==> config.mk <==
export PLATFORM = sky130hd
export DESIGN_NAME = assoc_learn_ctrl
export DESIGN_NICKNAME = d
export VERILOG_FILES = /design/src/rtl/assoc_learn_pkg.sv /design/src/rtl/assoc_node_scan.sv /design/src/rtl/assoc_learn_fsm.sv /design/src/rtl/assoc_wr_path.sv /design/src/rtl/assoc_learn_ctrl.sv
export SDC_FILE = /design/constraint.sdc
export NUM_CORES = 1
export LEC_CHECK = 0
export ABC_AREA = 1
export BUFFER_PORTS_ARGS = -buffer_cell sky130_fd_sc_hd__buf_2
export CAP_MARGIN = 10
export CORE_MARGIN = 3
export CORE_UTILIZATION = 55
export CTS_BUF_LIST = sky130_fd_sc_hd__clkbuf_2
export CTS_CLUSTER_SIZE = 40
export DETAILED_ROUTE_END_ITERATION = 16
export GPL_ROUTABILITY_DRIVEN = 1
export PLACE_DENSITY = 0.83
export SETUP_SLACK_MARGIN = 0.4
export SYNTH_ARGS = -nofsm -noshare
export SYNTH_HDL_FRONTEND = slang
export SYNTH_HIERARCHICAL = 1
export SYNTH_SLANG_ARGS = --single-unit
==> constraint.sdc <==
create_clock -name clk -period 2.3 [get_ports clk]
set_clock_uncertainty 0.05 [all_clocks]
set_input_delay 0.69 -clock clk [delete_from_list [all_inputs] [get_ports clk]]
set_output_delay 0.69 -clock clk [all_outputs]
set_load 0.02 [all_outputs]
==> src/rtl/assoc_learn_pkg.sv <==
// Package: shared state encoding of the associative learning controller.
// Assumes: nothing beyond IEEE 1800-2017.
package assoc_learn_pkg;

    typedef enum logic [2:0] {
        ST_PARK   = 3'd0,
        ST_DONE   = 3'd1,
        ST_DETECT = 3'd2,
        ST_CREATE = 3'd3,
        ST_SCAN   = 3'd4,
        ST_TUNE   = 3'd5,
        ST_RDARW  = 3'd6,
        ST_ARROW  = 3'd7
    } ctrl_state_t;

endpackage

==> src/rtl/assoc_node_scan.sv <==
// Module: walks NODES memory-layer nodes, one per step, and keeps the weight
// of the node with the greatest pattern count (earliest node wins ties).
// Assumes: clear is pulsed before the first step of a walk.
module assoc_node_scan #(
    parameter int NODES = 16,
    parameter int PW    = 8,
    parameter int WW    = 8,
    localparam int NW   = (NODES > 1) ? $clog2(NODES) : 1
) (
    input  logic          clk,
    input  logic          rst_n,
    input  logic          clear,
    input  logic          step,
    input  logic [PW-1:0] cnt_in,
    input  logic [WW-1:0] wgt_in,
    output logic [NW-1:0] node_idx,
    output logic          last,
    output logic [WW-1:0] best_wgt
);
    localparam logic [NW-1:0] LAST_IDX = NW'(NODES - 1);

    logic [PW-1:0] best_cnt;
    logic          take;

    // Decide whether the presented node replaces the kept candidate.
    always_comb take = (node_idx == '0) || (cnt_in > best_cnt);

    assign last = (node_idx == LAST_IDX);

    // Node counter and kept-candidate registers.
    always_ff @(posedge clk) begin
        if (!rst_n || clear) begin
            node_idx <= '0;
            best_cnt <= '0;
            best_wgt <= '0;
        end else if (step) begin
            node_idx <= last ? '0 : node_idx + 1'b1;
            if (take) begin
                best_cnt <= cnt_in;
                best_wgt <= wgt_in;
            end
        end
    end

endmodule

==> src/rtl/assoc_learn_fsm.sv <==
// Module: sequencing of key/response handling, the role toggle and parking.
// Assumes: present is the store presence bit for the latched class, valid in
// the detect state; scan_last marks the final node of a walk.
module assoc_learn_fsm
    import assoc_learn_pkg::*;
(
    input  logic        clk,
    input  logic        rst_n,
    input  logic        phase,
    input  logic        start,
    input  logic        present,
    input  logic        scan_last,
    output ctrl_state_t state,
    output logic        role_resp
);
    ctrl_state_t nxt;
    logic        toggle;

    // Next-state selection.
    always_comb begin
        nxt = state;
        unique case (state)
            ST_PARK:   nxt = ST_DONE;
            ST_DONE:   nxt = start ? ST_DETECT : ST_DONE;
            ST_DETECT: nxt = present ? ST_SCAN : ST_CREATE;
            ST_SCAN:   nxt = scan_last ? ST_TUNE : ST_SCAN;
            ST_CREATE: nxt = role_resp ? ST_RDARW : ST_DONE;
            ST_TUNE:   nxt = role_resp ? ST_RDARW : ST_DONE;
            ST_RDARW:  nxt = ST_ARROW;
            ST_ARROW:  nxt = ST_DONE;
            default:   nxt = ST_DONE;
        endcase
    end

    // State register, role toggle and role of the item in hand.
    always_ff @(posedge clk) begin
        if (!rst_n) begin
            state     <= ST_DONE;
            toggle    <= 1'b0;
            role_resp <= 1'b0;
        end else if (!phase) begin
            state     <= ST_PARK;
            toggle    <= 1'b0;
            role_resp <= 1'b0;
        end else begin
            state <= nxt;
            if (state == ST_DETECT) begin
                role_resp <= toggle;
                toggle    <= ~toggle;
            end
        end
    end

endmodule

==> src/rtl/assoc_wr_path.sv <==
// Module: builds the store address, write data and strobes from the state.
// Assumes: purely combinational; all inputs are registers of the top.
module assoc_wr_path
    import assoc_learn_pkg::*;
#(
    parameter int CW  = 4,
    parameter int WW  = 8,
    parameter int MXW = 4,
    parameter int AW  = 8
) (
    input  ctrl_state_t    state,
    input  logic [CW-1:0]  cls_q,
    input  logic [CW-1:0]  key_cls_q,
    input  logic [WW-1:0]  win_q,
    input  logic [WW-1:0]  best_wgt,
    input  logic [MXW-1:0] mx_rd_q,
    input  logic [MXW-1:0] key_mx_q,
    input  logic [AW-1:0]  arw_q,
    output logic           done,
    output logic           wr_en,
    output logic           wr_arrow,
    output logic [CW-1:0]  st_class,
    output logic [CW-1:0]  st_resp,
    output logic [WW-1:0]  st_weight,
    output logic [MXW-1:0] st_mx_out,
    output logic [AW-1:0]  st_arrow_out
);
    logic arrow_phase;

    // Strobes and addressing per state.
    always_comb begin
        arrow_phase = (state == ST_RDARW) || (state == ST_ARROW);
        done        = (state == ST_DONE);
        wr_en       = (state == ST_CREATE) || (state == ST_TUNE) || (state == ST_ARROW);
        wr_arrow    = (state == ST_ARROW);
        st_class    = arrow_phase ? key_cls_q : cls_q;
        st_resp     = cls_q;
    end

    // Write data per state.
    always_comb begin
        st_weight    = (state == ST_TUNE) ? best_wgt : win_q;
        st_arrow_out = arw_q + 1'b1;
        unique case (state)
            ST_TUNE:  st_mx_out = mx_rd_q + 1'b1;
            ST_ARROW: st_mx_out = key_mx_q;
            default:  st_mx_out = '0;
        endcase
    end

endmodule

==> src/rtl/assoc_learn_ctrl.sv <==
// Module: top of the associative layer learning controller. Latches the
// label and weight at start, captures store reads, and ties the sequencer,
// node scan and write path together.
// Assumes: store and memory-layer reads respond combinationally to
// st_class / st_resp / ml_node within the same cycle.
module assoc_learn_ctrl
    import assoc_learn_pkg::*;
#(
    parameter int CW    = 4,
    parameter int WW    = 8,
    parameter int MXW   = 4,
    parameter int AW    = 8,
    parameter int PW    = 8,
    parameter int NODES = 16,
    localparam int NW   = (NODES > 1) ? $clog2(NODES) : 1
) (
    input  logic           clk,
    input  logic           rst_n,
    input  logic           phase,
    input  logic           start,
    input  logic [CW-1:0]  class_in,
    input  logic [WW-1:0]  weight_in,
    input  logic           st_present,
    input  logic [MXW-1:0] st_mx,
    input  logic [AW-1:0]  st_arrow_w,
    input  logic [PW-1:0]  ml_count,
    input  logic [WW-1:0]  ml_weight,
    output logic           done,
    output logic           wr_en,
    output logic           wr_arrow,
    output logic [CW-1:0]  st_class,
    output logic [CW-1:0]  st_resp,
    output logic [WW-1:0]  st_weight,
    output logic [MXW-1:0] st_mx_out,
    output logic [AW-1:0]  st_arrow_out,
    output logic [NW-1:0]  ml_node
);
    ctrl_state_t    state;
    logic           role_resp;
    logic           scan_last;
    logic [WW-1:0]  best_wgt;
    logic [CW-1:0]  cls_q;
    logic [CW-1:0]  key_cls_q;
    logic [WW-1:0]  win_q;
    logic [MXW-1:0] mx_rd_q;
    logic [MXW-1:0] key_mx_q;
    logic [AW-1:0]  arw_q;

    assoc_learn_fsm u_fsm (
        .clk       (clk),
        .rst_n     (rst_n),
        .phase     (phase),
        .start     (start),
        .present   (st_present),
        .scan_last (scan_last),
        .state     (state),
        .role_resp (role_resp)
    );

    assoc_node_scan #(.NODES(NODES), .PW(PW), .WW(WW)) u_scan (
        .clk      (clk),
        .rst_n    (rst_n),
        .clear    (state == ST_DETECT),
        .step     (state == ST_SCAN),
        .cnt_in   (ml_count),
        .wgt_in   (ml_weight),
        .node_idx (ml_node),
        .last     (scan_last),
        .best_wgt (best_wgt)
    );

    assoc_wr_path #(.CW(CW), .WW(WW), .MXW(MXW), .AW(AW)) u_wr (
        .state        (state),
        .cls_q        (cls_q),
        .key_cls_q    (key_cls_q),
        .win_q        (win_q),
        .best_wgt     (best_wgt),
        .mx_rd_q      (mx_rd_q),
        .key_mx_q     (key_mx_q),
        .arw_q        (arw_q),
        .done         (done),
        .wr_en        (wr_en),
        .wr_arrow     (wr_arrow),
        .st_class     (st_class),
        .st_resp      (st_resp),
        .st_weight    (st_weight),
        .st_mx_out    (st_mx_out),
        .st_arrow_out (st_arrow_out)
    );

    // Operand capture: label at start, store reads, and the key's record.
    always_ff @(posedge clk) begin
        if (!rst_n) begin
            cls_q     <= '0;
            key_cls_q <= '0;
            win_q     <= '0;
            mx_rd_q   <= '0;
            key_mx_q  <= '0;
            arw_q     <= '0;
        end else begin
            if (state == ST_DONE && start) begin
                cls_q <= class_in;
                win_q <= weight_in;
            end
            if (state == ST_DETECT) mx_rd_q <= st_mx;
            if (state == ST_RDARW)  arw_q   <= st_arrow_w;
            if ((state == ST_CREATE || state == ST_TUNE) && !role_resp) begin
                key_cls_q <= cls_q;
                key_mx_q  <= st_mx_out;
            end
        end
    end

endmodule

# [After elaboration in Yosys (flattened, before gate mapping)]
# Cells that the tools add are included.
[word_totals] register_bits=57 in_bits=45
[classes] bitwise=1 reduce_logical=15 n_lt_le_gt_ge=1 n_eq_ne=8 n_mux=10 addsub=3
[ops] cell="$pmux 3 s6" n=1
[ops] cell="$eq 3x3->1 const B" n=4
[ops] cell="$add 4x1->4 const B" n=2
[ops] cell="$add 8x1->8 const B" n=1
[ops] cell="$gt 8x8->1" n=1
[ops] cell="$mux 4" n=2
[ops] cell="$mux 8" n=1
[ops] cell="$pmux 4 s2" n=1
[ops] cell="$eq 3x2->1 const B" n=2
[ops] cell="$mux 3" n=2
[ops] cell="$logic_or 1x1->1" n=5
[ops] cell="$eq 4x4->1 const B" n=1
[ops] cell="$logic_not 4->1" n=1
[ops] cell="$reduce_and 2->1" n=2
[ops] cell="$reduce_or 2->1" n=2
[ops] cell="$eq 3x1->1 const B" n=1
[ops] cell="$logic_not 3->1" n=1
[ops] cell="$logic_and 1x1->1" n=2
[ops] cell="$logic_not 1->1" n=2
[ops] cell="$mux 1" n=2
[ops] cell="$mux 2" n=1
[ops] cell="$not 1->1" n=1

# [Longest topological paths before layout]
# Gate-level depths: netlist of the first run.
[logic_depth] word_depth=4 depth_mapped=15

# [By module]
# Netlist of the first run, hierarchy kept.
[by_module_without_submodules] mod="assoc_learn_ctrl" area_per_inst_um2=1278.7 instances=1 cells_per_inst=171 seq_area_each_um2=640.6
[by_module_without_submodules] mod="assoc_node_scan" area_per_inst_um2=1201.2 instances=1 cells_per_inst=171 seq_area_each_um2=400.4
[by_module_without_submodules] mod="assoc_wr_path" area_per_inst_um2=515.5 instances=1 cells_per_inst=100 seq_area_each_um2=0.0
[by_module_without_submodules] mod="assoc_learn_fsm" area_per_inst_um2=272.8 instances=1 cells_per_inst=42 seq_area_each_um2=100.1

# [Least setup slack after synthesis of the first run]
# Ideal clock, no wire load.
[synth_timing] kind="reg2out" start="register u_fsm.state[1]" end="output st_mx_out[1]" arrival_ns=1.221 path_stages_with_launch=6 path_slack_ns=0.339 n_path_buf=1 path_cell_list="dfxtp_1 -> buf_6 -> nand2_4 -> nor2_4 -> nand2_1 -> nand2_1"
[synth_via] elab_chain_cells=2
[synth_lines] element="from (decl)" line_no="assoc_learn_fsm.sv:13" source="output ctrl_state_t state,"
[synth_lines] element="from (signal assigned)" line_no="assoc_learn_fsm.sv:46" source="state <= nxt;"
[synth_lines] element="$eq 3x3->1"
[synth_lines] element="named net wr_arrow" line_no="assoc_learn_ctrl.sv:30" source="output logic wr_arrow,"
[synth_lines] element="$pmux 4 s2" line_no="assoc_wr_path.sv:44" source="unique case (state)"
[synth_lines] element="to (decl)" line_no="assoc_learn_ctrl.sv:34" source="output logic [MXW-1:0] st_mx_out,"
# The timed path passes the listed nets, and every way through them passes these cells.

# [Final worst setup path of the first run]
[layout_timing] start="register u_fsm.state[0]" end="output st_mx_out[0]"
[layout_via] elab_chain_cells=2
[layout_lines] element="$eq 3x3->1" line_no="assoc_wr_path.sv:44"
[layout_lines] element="$pmux 4 s2 *" line_no="assoc_wr_path.sv:44"
# Mark *: on every way between the ends. The rest lies on a longest branch, timed or not.

==> results of run 1 <==
[per-layer routing]
| layer | part of all wire [%] | up-vias | GRT usage [%] |
|---|---|---|---|
| met2 | 51 | 149 | 40.1 |
| met1 | 41 | 1628 | 28.1 |
| met4 | 1.8 | 0 | 10.7 |
| met5 | 0 | - | 0 |
| met3 | 6.0 | 22 | 4.07 |
| li1 | - | 1743 | - |
[Yosys cell counts (all sizes together) (2+ instances only)]
library cell / instances / share of area (%)
nand2: 124 / 15
nor2: 65 / 7.9
o21ai: 19 / 3.1
nand4: 13 / 2.5
nand3b: 2 / 0.46
nand3: 41 / 8.5
clkbuf: 4 / 0.50
inv: 68 / 7.9
buf: 21 / 4.9
a21oi: 43 / 6.7
dfxtp: 57 / 35
xor2: 3 / 0.80
nor3: 6 / 0.92
ha: 12 / 4.6
or2: 2 / 0.38
[power by group]
group	switching, mW	internal (mW)	total [mW]
combinational	0.214	0.155	0.369
sequential	0.0277	1.01	1.04
clock	0.390	0.458	0.849
[metrics by stage]
stage | instance area, µm² | std cells
finish | 4530 | 666
global route | 4530 | 666
CTS | 4160 | 644
detailed placement | 3630 | 615
global placement | 3630 | 615
floorplan | 3270 | 484
[worst min-delay path, cell delays in order]
cell and delay [ns]:
buf_2 0.07, o21ai_0 0.07, nor2_1 0.08
[registers in the layout (all words and copies together), names as in the netlist]
| register | cells |
|---|---|
| u_fsm/role_resp | 1 |
| u_fsm/toggle | 1 |
| u_scan/best_cnt | 8 |
| u_scan/best_wgt | 8 |
| arw_q | 8 |
| cls_q | 4 |
| win_q | 8 |
| mx_rd_q | 4 |
| u_fsm/state | 3 |
| u_scan/node_idx | 4 |
| key_mx_q | 4 |
| key_cls_q | 4 |
[cell type report]
| class | instances | area (µm²) |
|---|---|---|
| clock buffers | 9 | 45.0 |
| clock inverters | 7 | 109 |
| fillers | 375 | 1110 |
| inverters | 68 | 269 |
| multi-input cells | 335 | 1910 |
| flip-flops and latches | 57 | 1180 |
| well taps | 72 | 90.1 |
| repair buffers | 117 | 927 |
| repair inverters | 1 | 6.26 |
[cells by family (layout without fill, tap and decap cells)]
kind of cell    count (synthesis)  after routing  share of synthesized area (%)
compound gates                 65             65                           10.5
fa+ha+maj                      12             12                           4.59
flops                          57             57                           34.9
buf+inv                        93            202                           13.3
xor+xnor                        4              4                           1.07
simple gates                  253            254                           35.6
[how the worst min path moves through the flow]
stage	depth (start not counted)	slack, ns	from	to
2_1_floorplan	2	0.40	arw_q[7]$_SDFFE_PN0N_	arw_q[7]$_SDFFE_PN0N_
3_3_place_gp	2	0.41	u_fsm/toggle$_SDFFE_PN0N_	u_fsm/toggle$_SDFFE_PN0N_
3_5_place_dp	2	0.42	u_fsm/toggle$_SDFFE_PN0N_	u_fsm/toggle$_SDFFE_PN0N_
4_1_cts	3	0.39	st_mx[0]	mx_rd_q[0]$_SDFFE_PN0N_
5_1_grt	3	0.39	class_in[1]	cls_q[1]$_SDFFE_PN0P_
6_report	3	0.41	class_in[3]	cls_q[3]$_SDFFE_PN0P_
[timing repair]
action                     4_1_cts  5_1_grt
setup endpoints to repair       27       40
setup buffers                   11       21
gates cloned                     2        1
gates resized for setup         94       50
pin swaps                       22       20
==> impl_metrics.json, run 1 <==
{
  "status": "complete, no violations",
  "grt_antenna_before_repair": 0,
  "die-area_um2": 6900,
  "io_pins": 80,
  "hp-class": "in2reg",
  "crit_fanout": 5,
  "cp-end-kind": "output pin",
  "gp_congestion": 0.867,
  "total_leakage_power_nw": 2.08,
  "synth-edff-count": 0,
  "period_share_pct": 97.4,
  "final_common_cell": "nand2_1",
  "std_cell_rows": 27,
  "ys.flop_type": "dfxtp_1",
  "crit_family": "flip-flops",
  "worstPathCellList": "clkinvlp_4, nor2_4, nand2_1, o21ai_2, buf_6",
  "r2r-start": "u_fsm/state[0]$_SDFF_PN1_",
  "cp-endpoint": "st_mx_out[0]",
  "drt_iter0_markers": 265,
  "core_area_um2": 5640,
  "synth_nets": 541,
  "cts.htree.levels": 3,
  "synthArstFlopShare_pct": 0,
  "syn2layout_area_growth_pct": 38.7,
  "cts_buffers": 9,
  "critPathLaunchType": "flop",
  "synth_area_um2": 3270,
  "utilization_pct": 80.3,
  "port_buffers": 79,
  "dp_slack_ns": 0.0895,
  "seq_area_frac_synth_pct": 34.9,
  "path_class": "reg2out",
  "grt_usage_pct": 23.3,
  "max_freq_mhz": 446,
  "ir_drop_mv": 0.327,
  "start_util_pct": 57.9,
  "clkTransAtPathRegs_ns": 0.18,
  "whs_ns": 0.408,
  "die_h_um": 83.1,
  "drv_cap": 0,
  "clock-sinks": 57,
  "finalCriticalPeriod_ns": 2.24,
  "drc": 0,
  "grt_pass1_vias": 3073,
  "crit_required_ns": 1.56,
  "hold_buffers": 0,
  "crit_buf_inv": 2,
  "yosysWarnings": 6,
  "r2r_setup_slack_ns": 0.50,
  "ys_types": 34,
  "dp_hpwl_um": 5290,
  "syn_area_per_cell_um2": 6.75,
  "via_per_inst": 5.32,
  "crit_path_max_incr_delay_ns": 0.43,
  "tightestPinTransition_ns": 0.619,
  "cts_tree": "yes",
  "cts-root-buf": "clkbuf_2",
  "cp_slowest_cell": "dfxtp_4",
  "final_nets": 646,
  "cp.arrival_ns": 1.50,
  "grt_max_degree": 35,
  "hold_viol_final": 0,
  "ant_nets": 0,
  "cp.depth": 5,
  "antenna_cells": 0,
  "r2r_cells": 10,
  "synth-seq-cells": 57,
  "power_mw": 2.26,
  "p_per_area_nw_per_um2": 498,
  "grt_remaining_overflow": 0,
  "setup_viol": 0,
  "clk_latency_ns": 0.47,
  "finalMaxSlewViolations": 0,
  "slew_headroom_pct": 58.7,
  "fin_tns_setup_ns": 0,
  "synth_cells": 484,
  "final_cell_mix": "nand2_1, nor2_1, inv_1, buf_2, dfxtp_1",
  "vias": 3542,
  "grt_pass1_wl_um": 13400,
  "setup_ws_ns": 0.0601,
  "firstDrtPassIters": 5,
  "r2r_end": "u_scan/best_wgt[4]$_SDFFE_PP0P_",
  "cts_buffer_depth": 2,
  "crit_start": "u_fsm/state[0]$_SDFF_PN1_",
  "drive_gt1_share_pct": 38.0,
  "die_w_um": 83.1,
  "routedWlPerCell_um": 13.9,
  "rsz0062_at_grt": "yes",
  "wirelength_um": 9260
}
(Power assumes the default switching activity.)
==> inputs of run 2 (changes only) <==
--- a/config.mk
+++ b/config.mk
@@ -6,15 +6,15 @@
 export NUM_CORES = 1
 export LEC_CHECK = 0
 export ABC_AREA = 1
-export BUFFER_PORTS_ARGS = -buffer_cell sky130_fd_sc_hd__buf_2
 export CAP_MARGIN = 10
 export CORE_MARGIN = 3
 export CORE_UTILIZATION = 55
 export CTS_BUF_LIST = sky130_fd_sc_hd__clkbuf_2
 export CTS_CLUSTER_SIZE = 40
 export DETAILED_ROUTE_END_ITERATION = 16
+export DONT_BUFFER_PORTS = 1
 export GPL_ROUTABILITY_DRIVEN = 1
-export PLACE_DENSITY = 0.83
+export PLACE_DENSITY = 0.71
 export SETUP_SLACK_MARGIN = 0.4
 export SYNTH_ARGS = -nofsm -noshare
 export SYNTH_HDL_FRONTEND = slang
==> constraint.sdc (replaced) <==
create_clock -name clk -period 2.75 [get_ports clk]
set_clock_uncertainty 0.05 [all_clocks]
set_input_delay 0.825 -clock clk [delete_from_list [all_inputs] [get_ports clk]]
set_output_delay 0.825 -clock clk [all_outputs]
set_load 0.02 [all_outputs]
==> impl_metrics.json, run 2 (same netlist as run 1, synthesis figures left out) <==
{
  "status": "complete, no violations",
  "critPathLaunchType": "flop",
  "hp-class": "in2reg",
  "start_util_pct": 57.9,
  "drc": 0,
  "r2r_cells": 6,
  "std_cell_rows": 27,
  "crit_fanout": 4,
  "hold_viol_final": 0,
  "cp.arrival_ns": 1.45,
  "core_area_um2": 5640,
  "power_switching_share_pct": 28.8,
  "rsz0062_at_grt": "yes",
  "drt_iter0_markers": 105,
  "cts.htree.levels": 3,
  "die-area_um2": 6900,
  "finalCriticalPeriod_ns": 2.33,
  "clock-sinks": 57,
  "fin_area_um2": 3630,
  "worstPathCellList": "ha_2, xor2_1",
  "crit_path_max_incr_delay_ns": 0.39,
  "crit_required_ns": 1.88,
  "wirelength_um": 7320,
  "tightestPinTransition_ns": 0.592,
  "final_common_cell": "nand2_1",
  "dp_hpwl_um": 4940,
  "antenna_cells": 0,
  "r2r_setup_slack_ns": 0.73,
  "die_w_um": 83.1,
  "power_mw": 1.59,
  "grt_max_degree": 33,
  "wl_met1_um": 3360,
  "hold_end": "u_fsm/state[0]$_SDFF_PN1_",
  "slew_headroom_pct": 60.5,
  "crit_family": "flip-flops",
  "dr_wl_met2_um": 3480,
  "grt_usage_pct": 21.4,
  "cts-root-buf": "clkbuf_2",
  "r2r_end": "u_scan/node_idx[0]$_SDFFE_PP0P_",
  "final_nets": 544,
  "grt_antenna_before_repair": 0,
  "cts_buffer_depth": 2,
  "wl_met3_um": 382,
  "cp-end-kind": "output pin",
  "internal_power_mw": 1.13,
  "cp_slowest_cell": "dfxtp_2",
  "total_leakage_power_nw": 1.61,
  "via_per_inst": 5.27,
  "drv_cap": 0,
  "vias": 2971,
  "dp_slack_ns": 0.552,
  "crit_start": "arw_q[0]$_SDFFE_PN0N_",
  "final_cell_mix": "nand2_1, nor2_1, inv_1, dfxtp_1, a21oi_1",
  "grt_pass1_vias": 2723,
  "hold_depth": 1,
  "power.switching_uw": 458,
  "cts_buffers": 9,
  "fin_tns_setup_ns": 0,
  "routedWlPerCell_um": 13.0,
  "setup_viol": 0,
  "clkTransAtPathRegs_ns": 0.15,
  "crit_buf_inv": 0,
  "cts_tree": "yes",
  "r2r-start": "u_fsm/state[1]$_SDFF_PN0_",
  "highest_layer": "met4",
  "die_h_um": 83.1,
  "ir_drop_mv": 0.326,
  "dpl-instance-area_um2": 3250,
  "drive_gt1_share_pct": 22.2,
  "clk_latency_ns": 0.46,
  "io_pins": 80,
  "p_per_area_nw_per_um2": 437,
  "path_class": "reg2out",
  "firstDrtPassIters": 5,
  "comb_power_share_pct": 12.5,
  "port_buffers": 0,
  "ant_nets": 0,
  "grt_remaining_overflow": 0,
  "clkPwrFrac_pct": 32.2,
  "period_share_pct": 84.5,
  "max_freq_mhz": 430,
  "syn2layout_area_growth_pct": 11.1,
  "min-delay-start": "rst_n",
  "finalMaxSlewViolations": 0,
  "grt_pass1_wl_um": 12400,
  "gp_congestion": 0.805,
  "setup_ws_ns": 0.425,
  "p_seq_share_pct": 55.3,
  "whs_ns": 0.372
}
run 2: metal layers:
metal  up-vias  track usage [%]
met3        12             5.85
met5         -                0
met1      1358             27.0
met2        61             35.1
li1       1540                -
met4         0             7.58
run 2: worst max path at each step:
stage	to	slack (ns)	cells after the start
2_1_floorplan	st_mx_out[1]	0.65	5
3_3_place_gp	u_scan/best_wgt[4]$_SDFFE_PP0P_	0.59	8
3_5_place_dp	u_scan/best_wgt[1]$_SDFFE_PP0P_	0.55	10
4_1_cts	st_arrow_out[4]	0.38	3
5_1_grt	st_arrow_out[2]	0.33	2
6_report	st_arrow_out[2]	0.42	2
run 2: power groups by stage:
stage | Combinational, mW | Clock, mW | Sequential [mW]
2_1_floorplan | 0.175 | 0 | 0.887
3_3_place_gp | 0.177 | 0 | 0.899
3_5_place_dp | 0.180 | 0 | 0.901
4_1_cts | 0.187 | 0.529 | 0.879
5_1_grt | 0.227 | 0.562 | 0.882
6_report | 0.198 | 0.512 | 0.877
run 2: final cells by class:
cell class / count / area [µm²]
Multi-Input combinational cell: 335 / 1870
Clock buffer: 12 / 60.1
Fill cell: 519 / 2010
Inverter: 68 / 263
Tap cell: 72 / 90.1
Clock inverter: 4 / 43.8
Timing Repair Buffer: 15 / 124
Timing Repair inverter: 1 / 11.3
Sequential cell: 57 / 1170
run 2: metrics by stage:
stage          util, %  instances
2_1_floorplan        -        484
3_3_place_gp      57.6        539
3_5_place_dp      57.6        539
4_1_cts           61.6        559
5_1_grt           64.4        564
6_report          64.4        564
run 2: what timing repair did:
action,CTS,global route
endpoints found under the setup margin,23,24
pin swaps,3,14
setup buffers,2,5
gates cloned,2,0
hold buffers,0,0
gates resized for setup,30,38
==> inputs of run 3 (changes only) <==
--- a/config.mk
+++ b/config.mk
@@ -14,7 +14,7 @@
 export DETAILED_ROUTE_END_ITERATION = 16
 export DONT_BUFFER_PORTS = 1
 export GPL_ROUTABILITY_DRIVEN = 1
-export PLACE_DENSITY = 0.71
+export PLACE_DENSITY = 0.74
 export SETUP_SLACK_MARGIN = 0.4
 export SYNTH_ARGS = -nofsm -noshare
 export SYNTH_HDL_FRONTEND = slang
==> constraint.sdc (replaced) <==
create_clock -name clk -period 2.1 [get_ports clk]
set_clock_uncertainty 0.05 [all_clocks]
set_input_delay 0.63 -clock clk [delete_from_list [all_inputs] [get_ports clk]]
set_output_delay 0.63 -clock clk [all_outputs]
set_load 0.02 [all_outputs]
==> impl_metrics.json, run 3 (same netlist as run 1, synthesis figures left out) <==
{
  "status": "finished with violations",
  "violations": "negative setup slack",
  "crit_buf_inv": 2,
  "rsz0062_at_grt": "yes",
  "finalMaxSlewViolations": 0,
  "via_per_inst": 5.50,
  "grt_pass1_vias": 3074,
  "drc": 0,
  "cts_tree": "yes",
  "grt_max_degree": 33,
  "grt_antenna_before_repair": 0,
  "antenna_cells": 0,
  "cp.depth": 4,
  "ant_nets": 0,
  "max_freq_mhz": 467,
  "cts_buffer_depth": 2,
  "die_h_um": 83.1,
  "hold_viol_final": 0,
  "routedWlPerCell_um": 15.1,
  "final_nets": 561,
  "r2r-start": "u_scan/best_cnt[6]$_SDFFE_PP0P_",
  "drt_iter0_markers": 169,
  "critPathLaunchType": "flop",
  "hold_end": "u_fsm/state[0]$_SDFF_PN1_",
  "grt_usage_pct": 24.4,
  "die-area_um2": 6900,
  "ir_drop_mv": 0.355,
  "cts.htree.levels": 3,
  "crit_start": "u_fsm/state[1]$_SDFF_PN0_",
  "r2r_cells": 9,
  "setup_viol": 6,
  "hp-class": "in2reg",
  "drive_gt1_share_pct": 40.7,
  "min-delay-start": "rst_n",
  "firstDrtPassIters": 7,
  "crit_required_ns": 1.42,
  "grt_remaining_overflow": 0,
  "port_buffers": 0,
  "path_class": "reg2out",
  "cp.arrival_ns": 1.46,
  "grt.met1_usage_pct": 28.3,
  "cts_buffers": 9,
  "r2r_end": "u_scan/best_cnt[2]$_SDFFE_PP0P_",
  "die_w_um": 83.1,
  "cts-root-buf": "clkbuf_2",
  "busiest_layer": "met2",
  "crit_path_max_incr_delay_ns": 0.41,
  "total_leakage_power_nw": 1.78,
  "use_met3_pct": 5.95,
  "crit_family": "flip-flops",
  "clkTransAtPathRegs_ns": 0.17,
  "drv_cap": 0,
  "setup_ws_ns": -0.0400,
  "slew_headroom_pct": 70.9,
  "wirelength_um": 8750,
  "start_util_pct": 57.9,
  "cp_slowest_cell": "dfxtp_4",
  "tightestPinTransition_ns": 0.436,
  "core_area_um2": 5640,
  "dp_hpwl_um": 5140,
  "final_cell_mix": "nand2_1, nor2_1, inv_1, dfxtp_1, a21oi_1",
  "crit_fanout": 4,
  "whs_ns": 0.173,
  "fillers": 383,
  "global_route.usage.met2_pct": 42.2,
  "period_share_pct": 102,
  "vias": 3198,
  "worstPathCellList": "inv_4, nand3_4, buf_6, o21ai_4",
  "grt_pass1_wl_um": 14000,
  "syn2layout_area_growth_pct": 35.5,
  "final_common_cell": "nand2_1",
  "r2r_setup_slack_ns": 0.29,
  "clk_latency_ns": 0.46,
  "io_pins": 80,
  "p_per_area_nw_per_um2": 516,
  "utilization_pct": 78.5,
  "finalCriticalPeriod_ns": 2.14,
  "hold_depth": 1,
  "cp-end-kind": "output pin",
  "std_cell_rows": 27,
  "clock-sinks": 57,
  "gp_congestion": 0.849
}
==> run 3: changes by cell type in the layout (fill, tap and decap cells not counted), sizes merged <==
cell      delta
inv          +1
buf         +14
clkbuf       -2
nand2        +3
bufinv       +1
clkinvlp     +1
nand3        -1
==> run 3: worst max path at each step <==
stage	endpoint	slack, ns
6_report	st_mx_out[0]	-0.04
5_1_grt	st_mx_out[0]	-0.12
4_1_cts	st_arrow_out[7]	-0.06
3_5_place_dp	u_scan/best_cnt[3]$_SDFFE_PP0P_	0.11
3_3_place_gp	u_scan/best_cnt[7]$_SDFFE_PP0P_	0.15
2_1_floorplan	u_scan/best_cnt[0]$_SDFFE_PP0P_	0.32
==> run 3: what timing repair did <==
item / in CTS / in global routing
resized for setup: 113 / 56
setup buffers: 16 / 4
gates cloned: 2 / 3
pin swaps: 32 / 27
endpoints found under the setup margin: 48 / 48
hold buffers: 0 / 0
==> run 3: area by class of cell <==
class                           count  area (µm²)  share of cell area [%]
Multi-Input combinational cell    337        2420                    54.6
Timing Repair Buffer               30         317                    7.15
Clock inverter                      7        85.1                    1.92
Tap cell                           72        90.1                    2.04
Sequential cell                    57        1190                    27.0
Timing Repair inverter              1        8.76                   0.198
Inverter                           68         270                    6.11
Clock buffer                        9        45.0                    1.02
==> run 3: routing by layer <==
layer	vias up	wire, µm	share of wire [%]
met4	0	148	1.7
met3	17	534	6.1
met5	-	0	0
met2	104	4540	52
met1	1497	3520	40
li1	1580	-	-
==> run 3: power by group <==
part           internal, mW  switching [mW]
sequential             1.11          0.0445
clock                 0.383           0.418
combinational         0.119           0.213
==> run 3: metrics by stage <==
stage	setup slack, ns	total power [mW]	TNS [ns]	cells	area [µm²]
floorplan	0.324	1.40	0	484	3460
global placement	0.148	1.41	0	540	3450
detailed placement	0.107	1.42	0	540	3450
CTS	-0.0573	2.26	-0.324	574	4150
global route	-0.125	2.40	-1.42	581	4430
finish	-0.0400	2.29	-0.110	581	4430
